<file path="config.mk">
export PLATFORM = sky130hd
export DESIGN_NAME = mag_cmp_chain
export DESIGN_NICKNAME = d
export VERILOG_FILES = /design/src/rtl/cmp_pkg.sv /design/src/rtl/cmp_bit_rel.sv /design/src/rtl/cmp_slice4.sv /design/src/rtl/mag_cmp_chain.sv
export SDC_FILE = /design/constraint.sdc
export NUM_CORES = 1
export LEC_CHECK = 0
export ABC_AREA = 1
export BUFFER_PORTS_ARGS = -buffer_cell sky130_fd_sc_hd__buf_2
export CELL_PAD_IN_SITES_DETAIL_PLACEMENT = 1
export CELL_PAD_IN_SITES_GLOBAL_PLACEMENT = 1
export CORE_AREA = 10 10 47 49
export DETAILED_ROUTE_END_ITERATION = 16
export DIE_AREA = 0 0 57 59
export PLACE_DENSITY_LB_ADDON = 0.1
export SYNTH_ARGS = -nofsm -noshare
export SYNTH_HDL_FRONTEND = slang
export SYNTH_SLANG_ARGS = --single-unit
</file>
<file path="constraint.sdc">
create_clock -name vclk -period 1.03
set_clock_uncertainty 0.05 [all_clocks]
set_input_delay 0.1545 -clock vclk [all_inputs]
set_output_delay 0.1545 -clock vclk [all_outputs]
set_load 0.02 [all_outputs]
</file>
<file path="src/rtl/cmp_pkg.sv">
package cmp_pkg;
  typedef struct packed {
    logic lt;
    logic eq;
    logic gt;
  } rel_t;

  localparam rel_t REL_EQUAL = '{lt: 1'b0, eq: 1'b1, gt: 1'b0};
  localparam int unsigned SLICE_W = 4;
endpackage

</file>
<file path="src/rtl/cmp_bit_rel.sv">
module cmp_bit_rel (
  input  logic a_i,
  input  logic b_i,
  output logic same_o,
  output logic above_o,
  output logic below_o
);
  always_comb begin
    same_o  = ~(a_i ^ b_i);
    above_o = a_i & ~b_i;
    below_o = ~a_i & b_i;
  end
endmodule

</file>
<file path="src/rtl/cmp_slice4.sv">
module cmp_slice4
  import cmp_pkg::*;
#(
  parameter int unsigned SW = SLICE_W
) (
  input  logic [SW-1:0] a_i,
  input  logic [SW-1:0] b_i,
  input  rel_t          cas_i,
  output rel_t          rel_o
);
  logic [SW-1:0] same, above, below;

  generate
    for (genvar k = 0; k < SW; k++) begin : g_bit
      cmp_bit_rel u_bit (
        .a_i    (a_i[k]),
        .b_i    (b_i[k]),
        .same_o (same[k]),
        .above_o(above[k]),
        .below_o(below[k])
      );
    end
  endgenerate

  always_comb begin
    logic higher_same;
    logic gt_local, lt_local;
    higher_same = 1'b1;
    gt_local    = 1'b0;
    lt_local    = 1'b0;
    for (int k = SW - 1; k >= 0; k--) begin
      gt_local    = gt_local | (higher_same & above[k]);
      lt_local    = lt_local | (higher_same & below[k]);
      higher_same = higher_same & same[k];
    end
    rel_o.gt = gt_local | (higher_same & cas_i.gt);
    rel_o.lt = lt_local | (higher_same & cas_i.lt);
    rel_o.eq = higher_same & cas_i.eq;
  end
endmodule

</file>
<file path="src/rtl/mag_cmp_chain.sv">
module mag_cmp_chain
  import cmp_pkg::*;
#(
  parameter int unsigned WIDTH = 7
) (
  input  logic [WIDTH-1:0] a_i,
  input  logic [WIDTH-1:0] b_i,
  output logic             lt_o,
  output logic             eq_o,
  output logic             gt_o
);
  localparam int unsigned NSL = (WIDTH + SLICE_W - 1) / SLICE_W;
  localparam int unsigned PW  = NSL * SLICE_W;

  logic [PW-1:0] a_pad, b_pad;
  rel_t          link [NSL+1];

  always_comb begin
    a_pad = '0;
    b_pad = '0;
    a_pad[WIDTH-1:0] = a_i;
    b_pad[WIDTH-1:0] = b_i;
  end

  assign link[0] = REL_EQUAL;

  generate
    for (genvar s = 0; s < NSL; s++) begin : g_slice
      cmp_slice4 #(.SW(SLICE_W)) u_slice (
        .a_i  (a_pad[s*SLICE_W +: SLICE_W]),
        .b_i  (b_pad[s*SLICE_W +: SLICE_W]),
        .cas_i(link[s]),
        .rel_o(link[s+1])
      );
    end
  endgenerate

  assign lt_o = link[NSL].lt;
  assign eq_o = link[NSL].eq;
  assign gt_o = link[NSL].gt;
endmodule

</file>
### After elaboration in Yosys (flattened, before gate mapping)

Cells that the tools add are included.

* flip-flop bits (word level): 0
* input bits: 14
* output and inout bits: 3
* logic and storage cells: 72

* bitwise operators: 72

Operator list (count)
* $and A1 B1 Y1: 32
* $not A1 Y1: 21
* $or A1 B1 Y1: 12
* $xor A1 B1 Y1: 7

### Longest topological paths before layout

* word-level depth: 8
* depth in mapped cells: 8

### By module

Synthesis repeated with hierarchy kept, for this count alone.

* cell total of the unflattened synthesis: 78
* area, all modules: 467.9 sq um

By module, submodules not included
* cmp_bit_rel: times used 8, cells each 4, area each 32.5 sq um
* cmp_slice4: times used 2, cells each 22, area each 100.1 sq um
* mag_cmp_chain: times used 1, cells each 2, area each 7.5 sq um

### Least setup slack after synthesis

Ideal clock, no wire load.

* path kind: input to output
* from: input a_i[3]
* to: output eq_o
* arrival time: 989 ps
* required time: 826 ps
* setup slack: -163 ps
* cell stages on the path: 6
* path through: inv_1 ha_1 nand2_2 nor2_4 nand2_1 nor2_1

* word-level cells in the longest chain between the ends: 6

Ends and longest elaborated chain
* start, declared: RTL line mag_cmp_chain.sv:6 `input logic [WIDTH-1:0] a_i,`
* $xor A1 B1 Y1: RTL line cmp_bit_rel.sv:9 `same_o = ~(a_i ^ b_i);`
* $not A1 Y1: RTL line cmp_bit_rel.sv:9
* $and A1 B1 Y1 (3 in a row): RTL line cmp_slice4.sv:34 `higher_same = higher_same & same[k];`
* $and A1 B1 Y1: RTL line cmp_slice4.sv:38 `rel_o.eq = higher_same & cas_i.eq;`
* end, declared: RTL line mag_cmp_chain.sv:9 `output logic eq_o,`

Every way passes these cells.

### Final worst setup path

* from: input a_i[3]
* to: output gt_o

* word-level cells in the longest chain between the ends: 8
* elaborated cells between the ends (all ways): 13
* those cells by class: bitwise (13)

Ends and longest elaborated chain
* $xor A1 B1 Y1: RTL line cmp_bit_rel.sv:9
* $not A1 Y1: RTL line cmp_bit_rel.sv:9
* $and A1 B1 Y1, on equally long branches: RTL line cmp_slice4.sv:32, cmp_slice4.sv:34
* $or A1 B1 Y1, or another cell as far along: RTL line cmp_slice4.sv:32 `gt_local = gt_local | (higher_same & above[k]);`
* $or A1 B1 Y1 or $and A1 B1 Y1 (tied branches): RTL line cmp_slice4.sv:32
* $or A1 B1 Y1 *: RTL line cmp_slice4.sv:32
* $and A1 B1 Y1 *: RTL line cmp_slice4.sv:36 `rel_o.gt = gt_local | (higher_same & cas_i.gt);`
* $or A1 B1 Y1 *: RTL line cmp_slice4.sv:36
* end, declared: RTL line mag_cmp_chain.sv:10 `output logic gt_o`

Mark *: on every way between the ends. The rest lies on a longest branch, timed or not.

==> run_results.csv <==
group,metric,value,unit
timing,finalSetupTns,-0.627,ns
placement,pre_cts_slack,-0.348,ns
global_route,grt_pass1_vias,398,
drt,dr.pass1.iters,1,
floorplanning,ioPinCount,17,
global_route,grt_pass1_wl,1530,um
cells_and_area,regArea,0,um^2
pwr,p_sw,128,uW
timing,slew_headroom,92.5,%
cells_and_area,n_fill_cell,184,
yosys,synth.distinct_cells,10,
worst_setup_path,worstPathRequired,0.83,ns
worst_setup_path,worstSetupStartpointType,"input port",
pwr,combPwrFrac,100.0,%
cells_and_area,drive_gt1_share,48.8,%
cells_and_area,final_cell_mix,"inv_1 (14), nand2_1 (10), ha_1 (9), buf_2 (8)",
timing,setup_viol,3,
timing,fin_crit,1.26,ns
floorplanning,core-area,1400,um^2
global_route,grt-ovfl-total,0,
cells_and_area,antennaDiodeCount,0,
placement,io_buffers,17,
placement,gp_congestion,0.646,
cells_and_area,final_common_cell,"inv_1",
floorplanning,die_area,3360,um^2
pwr,p_int,134,uW
timing,max_clock_freq,796,MHz
pwr,p_sw_share,48.9,%
cells_and_area,design.seq.count,0,
drt,dr.first_iter.drc_count,0,
yosys,synth_nets,90,
global_route,antenna_found_initial,0,
cells_and_area,syn2layout_area_growth,75.3,%
pwr,p_seq_share,0,%
drt,vias,397,
yosys,seq_area_frac_synth,0,%
hold_path,hold_path_class,"input port to output pin",
timing,worstMarginPinSlew,0.112,ns
yosys,synthCells,62,
drt,drt-total-wl,863,um
pwr,clkPwrFrac,0,%
run_status,violations,"setup timing",
floorplanning,start_util,26.3,%
worst_setup_path,path_max_fanout,3,
job,cap_violations,0,
pwr,p_leak,0.366,nW
yosys,syn_area,369,um^2
cells_and_area,final_util,46.2,%
placement,placed_area,553,um^2
timing,final-hold-violation-count,0,
global_route,grt_max_degree,4,
timing,whs,0.688,ns
hold_path,whs_endpoint,"lt_o",
yosys,yosys_warnings,0,
drt,route.detailed.drc,0,
clocking,cts_hold_buffers,0,
yosys,yosys.area.top_type,"ha_1",
yosys,synth.top_cell.area_share,47.5,%
pwr,powerDensity,406,nW/um^2
cells_and_area,instances_no_fill,96,
floorplanning,rows,14,
yosys,synth.avg_cell_area,5.95,um^2
timing,fin_ws,-0.226,ns
hold_path,min_from,"b_i[6]",
hold_path,holdPathStages,5,
cells_and_area,final_nets,110,
drt,avgRoutedWirePerCell,8.99,um
cells_and_area,final_area,647,um^2
timing,rsz0062_at_grt,"yes",
floorplanning,chipHeight,59,um
floorplanning,die_w,57,um
global_route,grt.total_usage,5.06,%
yosys,netlist_top_cells_area,"ha_1 (47%), inv_1 (18%), nand2_1 (13%)",
timing,fin_crit_sh,122,%
worst_setup_path,end_kind,"output pin",
pwr,peakVddDrop,0.000138,V
drt,via_per_inst,4.14,
worst_setup_path,critical_path_arrival,1.05,ns
run_status,status,"finished, violations left",
timing,finalMaxSlewViolations,0,
cells_and_area,nClkBuffers,0,
worst_setup_path,crit_type,"input port to output pin",
placement,hpwl,804,um
drt,drtAntennaViolNets,0,
pwr,total_power,263,uW
placement,placedCellCount,96,
==> routing by layer <==
| metal | share of wire, % | GRT usage (%) | up-vias |
|---|---|---|---|
| li1 | - | - | 212 |
| met1 | 41 | 5.96 | 177 |
| met2 | 52 | 9.61 | 8 |
| met3 | 6.6 | 1.07 | 0 |
| met4 | 0 | 0 | 0 |
| met5 | 0 | 0 | - |
==> power by group through the flow <==
stage | clock, mW | combinational (mW) | sequential (mW)
after floorplan | 0 | 0.141 | 0
after global placement | 0 | 0.212 | 0
after detailed placement | 0 | 0.215 | 0
after CTS | 0 | 0.256 | 0
after global routing | 0 | 0.297 | 0
final | 0 | 0.263 | 0
==> layout make-up <==
type | count | area, um^2 | share of cell area (%)
multi-input cells | 41 | 384 | 59.4
well taps | 16 | 20.0 | 3.09
inverters | 21 | 93.8 | 14.5
repair buffers | 18 | 149 | 23.0
==> worst max-delay path by stage <==
stage | cells after the start | endpoint | start
2_1_floorplan | 8 | gt_o | a_i[3]
3_3_place_gp | 10 | gt_o | a_i[3]
3_5_place_dp | 10 | gt_o | a_i[3]
4_1_cts | 10 | lt_o | a_i[3]
5_1_grt | 10 | lt_o | a_i[3]
6_report | 10 | gt_o | a_i[3]
==> synthesized netlist by cell type <==
master and count:
nand2_1 13, ha_1 14, nor2_4 1, inv_2 2, nand3_1 1, inv_1 18, a21oi_1 2, clkinv_1 1
nor2_1 9, nand2_2 1
==> what timing repair did <==
item / 4_1_cts / 5_1_grt
endpoints found under the setup margin: 3 / 3
gates resized for setup: 16 / 6
gates cloned: 0 / 0
setup buffers: 0 / 0
pin swaps: 13 / 7
endpoints found under the hold margin: 0 / 0
==> critical path, cell delays in order <==
cell and delay, ns:
buf_8 0.09, inv_8 0.03, ha_4 0.27, nand2_4 0.06, nor2_4 0.11, nand2_1 0.06
nand2_1 0.05, nand2_1 0.06, nand2_2 0.06, buf_6 0.11
==> logic make-up after synthesis <==
| group | after synthesis | share of synthesized area [%] |
|---|---|---|
| buffers and inverters | 21 | 21.4 |
| AOI/OAI and AO/OA | 2 | 2.71 |
| and+or+nand+nor | 25 | 28.5 |
| adders and majority gates | 14 | 47.5 |
(Power assumes the default switching activity.)
